--- src/rtl/uart_rx_pkg.sv ---
package uart_rx_pkg;

  typedef enum logic [1:0] {
    RX_IDLE = 2'd0,
    RX_QUAL = 2'd1,
    RX_DATA = 2'd2
  } rx_state_e;

endpackage

--- src/rtl/uart_rx_sync.sv ---
module uart_rx_sync #(
  parameter int   STAGES  = 2,
  parameter logic RST_VAL = 1'b1
) (
  input  logic clk,
  input  logic rst_n,
  input  logic d,
  output logic q
);

  logic [STAGES-1:0] chain;

  always_ff @(posedge clk or negedge rst_n) begin
    if (!rst_n) chain <= {STAGES{RST_VAL}};
    else        chain <= {chain[STAGES-2:0], d};
  end

  assign q = chain[STAGES-1];

endmodule

--- src/rtl/uart_rx_fsm.sv ---
module uart_rx_fsm
  import uart_rx_pkg::*;
#(
  parameter int DATA_BITS = 8,
  parameter int OVS       = 8,   // ticks per bit, power of two
  parameter int QUAL      = 4    // consecutive lows that qualify a start
) (
  input  logic                 clk,
  input  logic                 rst_n,
  input  logic                 tick,
  input  logic                 rx,
  output rx_state_e            st_o,
  output logic [DATA_BITS-1:0] shreg_o,
  output logic                 qual_ok,
  output logic                 abort,
  output logic                 byte_done,
  output logic                 stop_bit
);

  localparam int SCW = $clog2(OVS);
  localparam int BCW = $clog2(DATA_BITS + 1);

  rx_state_e            st;
  logic [SCW-1:0]       samp_cnt;
  logic [BCW-1:0]       bit_cnt;
  logic [DATA_BITS-1:0] shreg;
  logic                 centre;

  function automatic logic [DATA_BITS-1:0] push_lsb_first(
    input logic [DATA_BITS-1:0] cur, input logic b);
    return {b, cur[DATA_BITS-1:1]};
  endfunction

  function automatic logic at_centre(input logic [SCW-1:0] c);
    return c == SCW'(OVS - 1);
  endfunction

  always_comb begin
    qual_ok   = (st == RX_QUAL) && tick && !rx && (samp_cnt == SCW'(QUAL - 1));
    abort     = (st == RX_QUAL) && tick && rx;
    centre    = (st == RX_DATA) && tick && at_centre(samp_cnt);
    byte_done = centre && (bit_cnt == BCW'(DATA_BITS));
    stop_bit  = rx;
  end

  always_ff @(posedge clk or negedge rst_n) begin
    if (!rst_n) begin
      st       <= RX_IDLE;
      samp_cnt <= '0;
      bit_cnt  <= '0;
      shreg    <= '0;
    end else begin
      case (st)
        RX_IDLE: begin
          if (tick && !rx) begin
            st       <= RX_QUAL;
            samp_cnt <= SCW'(1);
          end
        end
        RX_QUAL: begin
          if (abort) begin
            st <= RX_IDLE;
          end else if (qual_ok) begin
            st       <= RX_DATA;
            samp_cnt <= '0;
            bit_cnt  <= '0;
          end else if (tick) begin
            samp_cnt <= samp_cnt + 1'b1;
          end
        end
        RX_DATA: begin
          if (tick) samp_cnt <= samp_cnt + 1'b1;
          if (centre) begin
            if (byte_done) begin
              st <= RX_IDLE;
            end else begin
              shreg   <= push_lsb_first(shreg, rx);
              bit_cnt <= bit_cnt + 1'b1;
            end
          end
        end
        default: st <= RX_IDLE;
      endcase
    end
  end

  assign st_o    = st;
  assign shreg_o = shreg;

endmodule

--- src/rtl/uart_rx_hold.sv ---
module uart_rx_hold #(
  parameter int DATA_BITS = 8
) (
  input  logic                 clk,
  input  logic                 rst_n,
  input  logic                 byte_done,
  input  logic                 stop_bit,
  input  logic [DATA_BITS-1:0] shreg,
  input  logic                 rd_data,
  input  logic                 rd_stat,
  output logic [DATA_BITS-1:0] data_q,
  output logic                 full_q,
  output logic                 ovr_q,
  output logic                 ferr_q,
  output logic                 accept
);

  logic clash;

  function automatic logic slot_free(input logic full, input logic rd);
    return !full || rd;
  endfunction

  always_comb begin
    accept = byte_done && slot_free(full_q, rd_data);
    clash  = byte_done && !accept;
  end

  always_ff @(posedge clk or negedge rst_n) begin
    if (!rst_n) begin
      data_q <= '0;
      full_q <= 1'b0;
      ovr_q  <= 1'b0;
      ferr_q <= 1'b0;
    end else begin
      if (accept) data_q <= shreg;

      if (accept)       full_q <= 1'b1;
      else if (rd_data) full_q <= 1'b0;

      if (clash)        ovr_q <= 1'b1;
      else if (rd_stat) ovr_q <= 1'b0;

      if (byte_done && !stop_bit) ferr_q <= 1'b1;
      else if (rd_stat)           ferr_q <= 1'b0;
    end
  end

endmodule

--- src/rtl/uart_rx_ovs.sv ---
module uart_rx_ovs
  import uart_rx_pkg::*;
#(
  parameter int DATA_BITS   = 8,
  parameter int OVS         = 8,
  parameter int QUAL        = 4,
  parameter int SYNC_STAGES = 2
) (
  input  logic                 clk,
  input  logic                 rst_n,
  input  logic                 rx_line,
  input  logic                 tick8,
  input  logic                 rd_data,
  input  logic                 rd_stat,
  output logic [DATA_BITS-1:0] rx_byte,
  output logic                 rx_full,
  output logic                 overrun,
  output logic                 frame_err
);

  logic                 rx_s;
  rx_state_e            st_w;
  logic [DATA_BITS-1:0] shreg_w;
  logic                 qual_w;
  logic                 abort_w;
  logic                 done_w;
  logic                 stop_w;
  logic                 accept_w;

  uart_rx_sync #(.STAGES(SYNC_STAGES), .RST_VAL(1'b1)) u_sync (
    .clk (clk),
    .rst_n (rst_n),
    .d (rx_line),
    .q (rx_s)
  );

  uart_rx_fsm #(.DATA_BITS(DATA_BITS), .OVS(OVS), .QUAL(QUAL)) u_fsm (
    .clk       (clk),
    .rst_n     (rst_n),
    .tick      (tick8),
    .rx        (rx_s),
    .st_o      (st_w),
    .shreg_o   (shreg_w),
    .qual_ok   (qual_w),
    .abort     (abort_w),
    .byte_done (done_w),
    .stop_bit  (stop_w)
  );

  uart_rx_hold #(.DATA_BITS(DATA_BITS)) u_hold (
    .clk       (clk),
    .rst_n     (rst_n),
    .byte_done (done_w),
    .stop_bit  (stop_w),
    .shreg     (shreg_w),
    .rd_data   (rd_data),
    .rd_stat   (rd_stat),
    .data_q    (rx_byte),
    .full_q    (rx_full),
    .ovr_q     (overrun),
    .ferr_q    (frame_err),
    .accept    (accept_w)
  );

endmodule

--- config.mk ---
export PLATFORM = sky130hd
export DESIGN_NAME = uart_rx_ovs
export DESIGN_NICKNAME = d
export VERILOG_FILES = /design/src/rtl/uart_rx_pkg.sv /design/src/rtl/uart_rx_sync.sv /design/src/rtl/uart_rx_fsm.sv /design/src/rtl/uart_rx_hold.sv /design/src/rtl/uart_rx_ovs.sv
export SDC_FILE = /design/constraint.sdc
export NUM_CORES = 1
export LEC_CHECK = 0
export ABC_AREA = 1
export CORE_ASPECT_RATIO = 1.75
export CORE_MARGIN = 5
export CORE_UTILIZATION = 50
export DETAILED_ROUTE_END_ITERATION = 8
export PLACE_DENSITY = 0.72
export SLEW_MARGIN = 20
export SYNTH_ARGS = -nofsm -noshare
export SYNTH_HDL_FRONTEND = slang
export SYNTH_SLANG_ARGS = --single-unit
--- constraint.sdc ---
create_clock -name clk -period 2.4 [get_ports clk]
set_clock_uncertainty 0.15 [all_clocks]
set_input_delay 0.48 -clock clk [delete_from_list [all_inputs] [get_ports clk]]
set_output_delay 0.48 -clock clk [all_outputs]
set_load 0.02 [all_outputs]
==> summary.md, run 1 <==
| Metric | Value |
|---|---|
| Max-Cap Viols | `0` |
| Number of global-route vias before repair | `1208` |
| Max incr delay on CP | `0.41 ns` |
| Critical path endpoint | `u_fsm.bit_cnt[2]$_DFFE_PN0P_` |
| Post-CTS setup buffers | `0` |
| Global-route wire length before repair | `5140 µm` |
| # diodes | `0` |
| DR DRC count | `0` |
| Period utilization | `79.5%` |
| Cell taking the most area after synthesis | `dfrtp_1` |
| R2R depth | `8` |
| Cell family with most CP delay | `simple AND/OR/NAND/NOR gates` |
| Post-synthesis xor/xnor area fraction | `0.573%` |
| Post-DP HPWL | `2120 µm` |
| IO Pins | `17` |
| Critical path required time | `2.41 ns` |
| Synth top area share | `45.8%` |
| Worst slew pin tran | `0.378 ns` |
| CTS hold repair buffers | `0` |
| Synth Area in Compound Gates | `9.98%` |
| Total power | `1.54 mW` |
| CP endpoint kind | `register` |
| Clk root buf | `clkbuf_8` |
| Post-synthesis mux area share | `0%` |
| Distinct cells, synth | `24` |
| FP Rows | `26` |
| Top cells by area, synth | `dfrtp_1 (46%), nand2_1 (14%), ha_1 (7.4%)` |
| Proportion of layout cells with a drive suffix above 1 | `13.0%` |
| Placed Cells | `220` |
| Synth top cells by count | `nand2_1 (55), inv_1 (30), dfrtp_1 (28)` |
| Achievable Freq | `524 MHz` |
| Reg-to-Reg Start | `u_fsm.samp_cnt[0]$_DFFE_PN0P_` |
| Synth-to-Final Area Change | `19.1%` |
| Area of the die | `0.00431 mm²` |
| Crit path depth | `8` |
| Final cell count without fillers | `228` |
| Worst Path Buf+Inv | `0` |
| Post-DR wirelength/cell | `12.6 µm` |
| Vias | `1188` |
| Synthesized area per cell | `8.64 µm²` |
| Initial Utilization | `52.2%` |
| Vias per std cell | `5.21` |
| TNS Setup | `0 ns` |
| Clock sinks | `30` |
| Hold Fails Final Rpt | `0` |
| Total gr overflow | `0` |
| Status | `completed` |
| Count leader, synth | `nand2_1` |
| Synth Flop Type | `dfrtp_1` |
| Clock-pin slew on the worst setup and hold paths | `0.06 ns` |
| Fillers | `244` |
| Gr usage total | `15.9%` |
| Buffers added on ports | `16` |
| Unrepaired setup endpoints after global routing | `no` |
| Mapped Cells | `177` |
| Startpoint types | `register` |
| Crit path max fanout | `5` |
| PwrDens | `844 mW/mm²` |
| Initial antenna violation count | `0` |
| CP max stage cell | `dfrtp_1` |
| Synth Area in Simple Gates | `23.6%` |
| #FFs+latches synth | `30` |
| Num CTS Buffers | `5` |
| Number of synthesized flops with an enable pin | `0` |
| FF-to-FF setup slack | `0.49 ns` |
| Largest net degree at the start of global routing | `31` |
| First DRT Iteration DRCs | `45` |
| Post-cts resize count | `0` |
| Die Ht | `83.2 µm` |
| Core area | `0.00293 mm²` |
| Synth Area in Adders | `7.36%` |
| Worst r2r dst | `u_fsm.bit_cnt[2]$_DFFE_PN0P_` |
| Leak | `0.910 nW` |
| Syn_nets | `192` |
| Main combinational cell family by area after synthesis | `simple AND/OR/NAND/NOR gates` |
| Min cycle time layout | `1.91 ns` |
| Final nets | `214` |
| Fraction of registers with async set/reset | `100%` |
| Initial DRT Pass Iterations | `4` |
| DRT antenna net count | `0` |
| Clk Latency, worst-skew pair | `0.28 ns` |
| Die width | `51.8 µm` |
| Register area share after synthesis | `49.3%` |
| Mapped cell area | `0.00153 mm²` |
| Max_slew headroom | `74.8%` |
| Synth warn | `0` |
| RePlAce Congestion | `0.922` |
| Worst Setup SP | `u_fsm.samp_cnt[0]$_DFFE_PN0P_` |
| CTS tree | `yes` |
| Hold Crit Class | `reg2reg` |
| Worst Path Arrival | `1.92 ns` |
| Setup-failing EPs final | `0` |
| Critical path cell sequence | `ha_1 -> ha_1 -> nand3_1 -> nor2_4 -> nor2_1 -> nand2_2 -> nand2_1 -> nand2_1` |
| Crit Path Class | `reg2reg` |
| Clock Path Buffers | `2` |
| Final Max Slew Viols | `0` |
| H-tree Lvls | `2` |
| Maximum vdd ir drop | `0.723 mV` |
| Final wirelength | `2870 µm` |
==> through the flow <==
step | cell area [µm²] | setup WS, ns | util (%) | hold WS (ns)
finish | 1820 | 0.491 | 62.2 | 0.210
global route | 1820 | 0.321 | 62.2 | 0.218
CTS | 1820 | 0.487 | 62.2 | 0.212
detailed placement | 1710 | 0.308 | 58.5 | 0.200
global placement | 1710 | 0.391 | 58.5 | 0.199
floorplan | 1530 | 0.713 | - | 0.0344
==> how the worst min path moves through the flow <==
stage / slack [ns] / to / start / cells after the start
2_1_floorplan: 0.03 / u_fsm.bit_cnt[0]$_DFFE_PN0P_ / rst_n / 0
3_3_place_gp: 0.20 / u_sync.chain[1]$_DFF_PN1_ / u_sync.chain[0]$_DFF_PN1_ / 0
3_5_place_dp: 0.20 / u_sync.chain[1]$_DFF_PN1_ / u_sync.chain[0]$_DFF_PN1_ / 0
4_1_cts: 0.21 / u_sync.chain[1]$_DFF_PN1_ / u_sync.chain[0]$_DFF_PN1_ / 0
5_1_grt: 0.22 / u_sync.chain[1]$_DFF_PN1_ / u_sync.chain[0]$_DFF_PN1_ / 0
6_report: 0.21 / u_sync.chain[1]$_DFF_PN1_ / u_sync.chain[0]$_DFF_PN1_ / 0
==> cells by family (layout without fill, tap and decap cells) <==
kind of cell / Yosys count / count (layout)
flops: 30 / 30
compound gates: 24 / 24
xor+xnor: 1 / 1
buf+inv: 33 / 56
fa+ha+maj: 9 / 9
simple gates: 80 / 80
==> power by group <==
| group | switching [mW] | leakage (nW) | total [mW] | internal (mW) |
|---|---|---|---|---|
| logic | 0.299 | 0.449 | 0.460 | 0.162 |
| clock network | 0.184 | 0.0575 | 0.473 | 0.289 |
| registers | 0.0463 | 0.404 | 0.605 | 0.559 |
==> cell usage in the layout, fill, tap and decap left out, drive strengths merged <==
cell	instances
buf	2
clkdlybuf4s50	16
dfrtp	28
inv	30
dfstp	2
xor2	1
or2	1
nor2	5
o21ai	18
clkbuf	8
ha	9
a21oi	5
nand2	57
a21boi	1
nand3b	1
nand4	5
nand3	11
==> registers in the layout (all words and copies together) (netlist names) <==
register	cells
u_hold.ovr_q	1
u_hold.ferr_q	1
u_fsm.shreg_o	8
u_hold.data_q	8
u_fsm.st_o	2
u_fsm.bit_cnt	4
u_fsm.samp_cnt	3
u_hold.full_q	1
u_sync.chain	2
==> cell type report <==
class	count	area [µm²]	share of cell area, %
flip-flops and latches	30	753	41.3
multi-input cells	114	636	34.9
repair buffers	18	175	9.62
inverters	30	113	6.18
clock buffers	8	110	6.04
well taps	28	35.0	1.92
==> metal layers <==
layer  up-vias  track usage, %  share of wire (%)
met5         -               0                  0
li1        594               -                  -
met4         0            7.88                1.5
met2        24            27.3                 55
met3         6            5.02                3.8
met1       564            16.7                 40
No activity file was read; power rests on OpenSTA's default activity.
==> run 2, diff against run 1 <==
==> constraint.sdc (replaced) <==
create_clock -name clk -period 1.9 [get_ports clk]
set_clock_uncertainty 0.15 [all_clocks]
set_input_delay 0.38 -clock clk [delete_from_list [all_inputs] [get_ports clk]]
set_output_delay 0.38 -clock clk [all_outputs]
set_load 0.02 [all_outputs]
==> summary.md, run 2 (synthesized netlist as in run 1, its figures left out) <==
| Metric | Value |
|---|---|
| Status | `completed` |
| M1 WL | `1050 µm` |
| Die Ht | `83.2 µm` |
| Global-route wire length before repair | `4930 µm` |
| Unrepaired setup endpoints after global routing | `no` |
| Period utilization | `93.8%` |
| DR WL met2 | `1520 µm` |
| Worst Path Buf+Inv | `1` |
| Worst slew pin tran | `0.492 ns` |
| CP endpoint kind | `output port` |
| H-tree Lvls | `2` |
| Num CTS Buffers | `5` |
| # diodes | `0` |
| Worst Path Arrival | `1.25 ns` |
| Final cell count without fillers | `233` |
| Synth-to-Final Area Change | `23.3%` |
| Commonest non-fill, non-tap cells in the layout | `nand2_1 (55), inv_1 (30), dfrtp_1 (28), clkdlybuf4s50_1 (16)` |
| Critical path cell sequence | `clkdlybuf4s50_1` |
| Min cycle time layout | `1.78 ns` |
| Proportion of layout cells with a drive suffix above 1 | `15.6%` |
| Area of the die | `0.00431 mm²` |
| Post-CTS setup buffers | `0` |
| Initial antenna violation count | `0` |
| First DRT Iteration DRCs | `24` |
| Achievable Freq | `561 MHz` |
| Max incr delay on CP | `0.62 ns` |
| Max-Cap Viols | `0` |
| Post-DR wirelength/cell | `11.9 µm` |
| Largest net degree at the start of global routing | `22` |
| Commonest non-fill, non-tap cell in the layout | `nand2_1` |
| WHS | `0.209 ns` |
| Startpoint types | `register` |
| FP Rows | `26` |
| CTS hold repair buffers | `0` |
| CTS tree | `yes` |
| Final Max Slew Viols | `0` |
| Clock-pin slew on the worst setup and hold paths | `0.06 ns` |
| DRT antenna net count | `0` |
| IO Pins | `17` |
| DR WL met3 | `112 µm` |
| Clock Path Buffers | `2` |
| Hold Fails Final Rpt | `0` |
| Placed Cells | `225` |
| Final nets | `219` |
| Clk root buf | `clkbuf_8` |
| Core area | `0.00293 mm²` |
| Leak | `0.945 nW` |
| Critical path required time | `1.37 ns` |
| Crit path max fanout | `2` |
| Clock sinks | `30` |
| Hold Crit Class | `reg2reg` |
| CP max stage cell | `clkdlybuf4s50_1` |
| Initial DRT Pass Iterations | `4` |
| Final wirelength | `2770 µm` |
| PwrDens | `1050 mW/mm²` |
| Gr usage total | `15.4%` |
| Clk Latency, worst-skew pair | `0.28 ns` |
| Die width | `51.8 µm` |
| Cell family with most CP delay | `buffers and inverters` |
| Total gr overflow | `0` |
| Core Util, Final | `64.4%` |
| Initial Utilization | `52.2%` |
| Max_slew headroom | `67.1%` |
| Maximum vdd ir drop | `0.646 mV` |
| Buffers added on ports | `16` |
| Vias per std cell | `5.16` |
| DR DRC count | `0` |
| Vias | `1203` |
| RePlAce Congestion | `0.933` |
| Number of global-route vias before repair | `1185` |
| Total power | `1.98 mW` |
| Post-DP HPWL | `2160 µm` |
| Setup-failing EPs final | `0` |
| Fillers | `244` |
| Max layer used | `met4` |
| Crit Path Class | `reg2out` |
run 2: cell types whose count changed in the layout (fill, tap and decap cells not counted), sizes merged:
cell    previous run  this run
buf                2         7
bufinv             0         1
clkbuf             8         5
clkinv             0         2
run 2: worst paths after layout:
path	from	end	slack, ns	cells past startpoint
worst max-delay path	u_hold.ferr_q$_DFFE_PN0P_	frame_err	0.12	1
worst min-delay path	u_sync.chain[0]$_DFF_PN1_	u_sync.chain[1]$_DFF_PN1_	0.21	0
worst max register to register	u_fsm.st_o[0]$_DFFE_PN0P_	u_hold.data_q[7]$_DFFE_PN0P_	0.14	7
worst min register to register	u_sync.chain[0]$_DFF_PN1_	u_sync.chain[1]$_DFF_PN1_	0.21	0
max in group asynchronous	rst_n	u_fsm.shreg_o[6]$_DFFE_PN0P_	0.85	2
min in group asynchronous	rst_n	u_fsm.bit_cnt[3]$_DFFE_PN0P_	0.28	1
run 2: timing repair:
| item | 4_1_cts | 5_1_grt |
|---|---|---|
| endpoints found under the hold margin | 0 | 0 |
| gates resized for setup | 0 | 1 |
| endpoints found under the setup margin | 0 | 4 |
run 2: report_power, final:
group | switching (mW) | internal (mW) | leakage, nW | total, mW
sequential | 0.0564 | 0.706 | 0.404 | 0.762
clock | 0.235 | 0.385 | 0.0579 | 0.620
combinational | 0.380 | 0.219 | 0.483 | 0.599
total | 0.671 | 1.31 | 0.945 | 1.98
run 2: through the flow:
stage	area [µm²]	TNS, ns	worst slack, ns
floorplan	1530	0	0.213
global placement	1770	0	0.0208
detailed placement	1770	-0.240	-0.0485
CTS	1880	0	0.0576
global route	1890	0	0.0252
finish	1890	0	0.118
run 2: metal layers:
layer / global-route usage, % / vias to the layer above
met2: 26.8 / 22
met1: 14.7 / 569
met5: 0 / -
met4: 10.5 / 0
met3: 4.48 / 8
li1: - / 604
run 2: worst reg2reg max path: stages, from the launching register on:
cell	delay, ns
dfrtp_1	0.41
inv_1	0.10
ha_1	0.31
nand3_1	0.17
nor2_4	0.19
nand2_4	0.16
nand2_1	0.11
o21ai_2	0.05
run 2: final cells by class:
| type | count | area [µm²] | area share, % |
|---|---|---|---|
| multi-input combinational | 114 | 638 | 33.8 |
| timing repair buffer | 23 | 238 | 12.6 |
| clock buffer | 5 | 68.8 | 3.65 |
| inverter | 30 | 113 | 5.97 |
| sequential | 30 | 753 | 39.9 |
| clock inverter | 3 | 40.0 | 2.12 |
| tap | 28 | 35.0 | 1.86 |
==> run 3, diff against run 2 <==
--- a/config.mk
+++ b/config.mk
@@ -5,12 +5,14 @@
 export SDC_FILE = /design/constraint.sdc
 export NUM_CORES = 1
 export LEC_CHECK = 0
-export ABC_AREA = 1
+export ABC_AREA = 0
 export CORE_ASPECT_RATIO = 1.75
 export CORE_MARGIN = 5
 export CORE_UTILIZATION = 50
 export DETAILED_ROUTE_END_ITERATION = 8
 export PLACE_DENSITY = 0.72
+export RECOVER_POWER = 25
+export SETUP_SLACK_MARGIN = 0.4
 export SLEW_MARGIN = 20
 export SYNTH_ARGS = -nofsm -noshare
 export SYNTH_HDL_FRONTEND = slang
==> summary.md, run 3 <==
| Metric | Value |
|---|---|
| Die Ht | `81.8 µm` |
| CTS tree | `yes` |
| Fillers | `165` |
| Clock Path Buffers | `2` |
| Commonest non-fill, non-tap cell in the layout | `dfrtp_1` |
| Critical path required time | `1.91 ns` |
| Max-Cap Viols | `0` |
| Die width | `51.0 µm` |
| Crit Path Class | `reg2reg` |
| Count leader, synth | `dfrtp_1` |
| Worst Setup SP | `u_fsm.bit_cnt[0]$_DFFE_PN0P_` |
| Synth top area share | `47.6%` |
| Reg-to-Reg Start | `u_fsm.bit_cnt[0]$_DFFE_PN0P_` |
| Synth-to-Final Area Change | `51.5%` |
| Setup Slack @ Placement | `-0.345 ns` |
| Initial Utilization | `50.9%` |
| Leak | `1.02 nW` |
| Worst slew pin tran | `0.751 ns` |
| WHS | `0.206 ns` |
| Initial DRT Pass Iterations | `4` |
| Hold Crit Class | `reg2reg` |
| Crit path max fanout | `3` |
| Final Max Slew Viols | `0` |
| Syn_nets | `136` |
| Mapped Cells | `121` |
| Clk Latency, worst-skew pair | `0.28 ns` |
| Top cells by area, synth | `dfrtp_1 (48%), mux2_2 (12%), ha_1 (7.6%)` |
| Largest net degree at the start of global routing | `31` |
| Clk root buf | `clkbuf_8` |
| R2R depth | `6` |
| Commonest non-fill, non-tap cells in the layout | `dfrtp_1 (28), buf_4 (20), mux2_4 (18)` |
| Synth Flop Type | `dfrtp_1` |
| Distinct cells, synth | `30` |
| FF-to-FF setup slack | `0.006 ns` |
| Min cycle time layout | `1.89 ns` |
| Max incr delay on CP | `0.39 ns` |
| Worst r2r dst | `u_fsm.st_o[1]$_DFFE_PN0P_` |
| Maximum vdd ir drop | `0.801 mV` |
| Proportion of layout cells with a drive suffix above 1 | `57.6%` |
| Fraction of registers with async set/reset | `100%` |
| First DRT Iteration DRCs | `18` |
| Number of synthesized flops with an enable pin | `0` |
| Status | `completed` |
| H-tree Lvls | `2` |
| Mapped cell area | `0.00147 mm²` |
| RePlAce Congestion | `0.850` |
| Global-route wire length before repair | `5690 µm` |
| Critical path cell sequence | `inv_2 -> ha_4 -> nand3b_4 -> a22o_1 -> or3_4 -> mux2_4` |
| Total gr overflow | `0` |
| Vias | `1134` |
| Initial antenna violation count | `0` |
| Placed cell area | `0.00180 mm²` |
| DR DRC count | `0` |
| CP endpoint kind | `register` |
| Cell taking the most area after synthesis | `dfrtp_1` |
| Gr usage total | `18.7%` |
| CP max stage cell | `dfrtp_1` |
| Core Util, Final | `77.1%` |
| PwrDens | `1180 mW/mm²` |
| DRT antenna net count | `0` |
| Area of the die | `0.00417 mm²` |
| Clock sinks | `30` |
| Max_slew headroom | `49.9%` |
| Num CTS Buffers | `5` |
| FP Rows | `26` |
| Final nets | `186` |
| Final cell count without fillers | `200` |
| IO Pins | `17` |
| Clock-pin slew on the worst setup and hold paths | `0.06 ns` |
| Placed Cells | `180` |
| Achievable Freq | `528 MHz` |
| Post-DP HPWL | `2090 µm` |
| Unrepaired setup endpoints after global routing | `yes` |
| Hold Fails Final Rpt | `0` |
| Startpoint types | `register` |
| #FFs+latches synth | `30` |
| Post-route design area | `0.00223 mm²` |
| Register area share after synthesis | `51.1%` |
| Crit path depth | `6` |
| Synth top cells by count | `dfrtp_1 (28), mux2_2 (16), ha_1 (9), inv_1 (9), o21ai_0 (8)` |
| Setup-failing EPs final | `0` |
| Period utilization | `99.7%` |
| Number of global-route vias before repair | `1191` |
| CTS hold repair buffers | `0` |
| Final wirelength | `3480 µm` |
| Cell family with most CP delay | `simple AND/OR/NAND/NOR gates` |
| Worst Path Arrival | `1.91 ns` |
| # diodes | `0` |
| Buffers added on ports | `16` |
| Post-DR wirelength/cell | `17.4 µm` |
| Synth warn | `0` |
| Vias per std cell | `5.67` |
| Worst Path Buf+Inv | `1` |
| Critical path endpoint | `u_fsm.st_o[1]$_DFFE_PN0P_` |
| Core area | `0.00290 mm²` |
| Final setup margin | `0.00631 ns` |
| Synthesized area per cell | `12.2 µm²` |
==> run 3: changes by cell type after synthesis, moves of 3 or more <==
cell | previous run | this run
mux2_2 | 0 | 16
o21ai_2 | 7 | 1
nor2b_1 | 0 | 4
nand2b_1 | 0 | 3
nand3_1 | 10 | 5
o22ai_1 | 0 | 3
nand4_1 | 4 | 0
nand3b_1 | 1 | 4
nand2_1 | 55 | 4
inv_1 | 30 | 9
==> run 3: final cells by class <==
type	count	area, µm²	area share [%]
inverters	9	33.8	1.51
multi-input cells	78	897	40.2
clock buffers	8	110	4.94
flip-flops and latches	30	753	33.8
repair buffers	47	402	18.0
well taps	28	35.0	1.57
==> run 3: timing repair <==
item	4_1_cts	5_1_grt
pin swaps	9	7
endpoints found under the setup margin	38	34
hold endpoints to repair	0	0
resized for setup	84	16
setup buffers	8	4
==> run 3: worst reg2reg max path, cell delays in order (launching register included) <==
cell and delay, ns:
dfrtp_1 0.39, inv_2 0.10, ha_4 0.15, nand3b_4 0.09, a22o_1 0.24, or3_4 0.35
mux2_4 0.31
==> run 3: worst min path at each step <==
| stage | endpoint | depth (start not counted) | startpoint |
|---|---|---|---|
| global placement | u_sync.chain[1]$_DFF_PN1_ | 0 | u_sync.chain[0]$_DFF_PN1_ |
| CTS | u_sync.chain[1]$_DFF_PN1_ | 0 | u_sync.chain[0]$_DFF_PN1_ |
| detailed placement | u_sync.chain[1]$_DFF_PN1_ | 0 | u_sync.chain[0]$_DFF_PN1_ |
| floorplan | u_fsm.bit_cnt[0]$_DFFE_PN0P_ | 0 | rst_n |
| global route | u_sync.chain[1]$_DFF_PN1_ | 0 | u_sync.chain[0]$_DFF_PN1_ |
| finish | u_sync.chain[1]$_DFF_PN1_ | 0 | u_sync.chain[0]$_DFF_PN1_ |
==> run 3: layer usage <==
metal | vias to the layer above | wire length, µm | global-route usage (%)
met5 | - | 0 | 0
met2 | 25 | 1950 | 35.9
met1 | 578 | 1320 | 18.3
met4 | 0 | 87 | 9.70
met3 | 10 | 126 | 3.81
li1 | 521 | - | -
==> run 3: cells by family (layout without fill, tap and decap cells) <==
group | after synthesis | after routing | share of synthesized area [%]
muxes | 18 | 18 | 14.3
AOI/OAI and AO/OA | 25 | 25 | 11.7
DFF | 30 | 30 | 51.1
and+or+nand+nor | 26 | 26 | 11.2
adders and majority gates | 9 | 9 | 7.65
buffers and inverters | 13 | 64 | 3.99
==> run 3: stage by stage <==
step	setup TNS, ns	total power, mW
global placement	-5.94	1.58
floorplan	0	1.33
CTS	0	2.54
global route	-1.04	2.76
finish	0	2.63
detailed placement	-6.62	1.61
==> run 3: power breakdown <==
group / total [mW] / switching, mW / internal (mW)
sequential: 0.793 / 0.0788 / 0.715
combinational: 1.24 / 0.569 / 0.670
clock: 0.596 / 0.231 / 0.365
total: 2.63 / 0.879 / 1.75
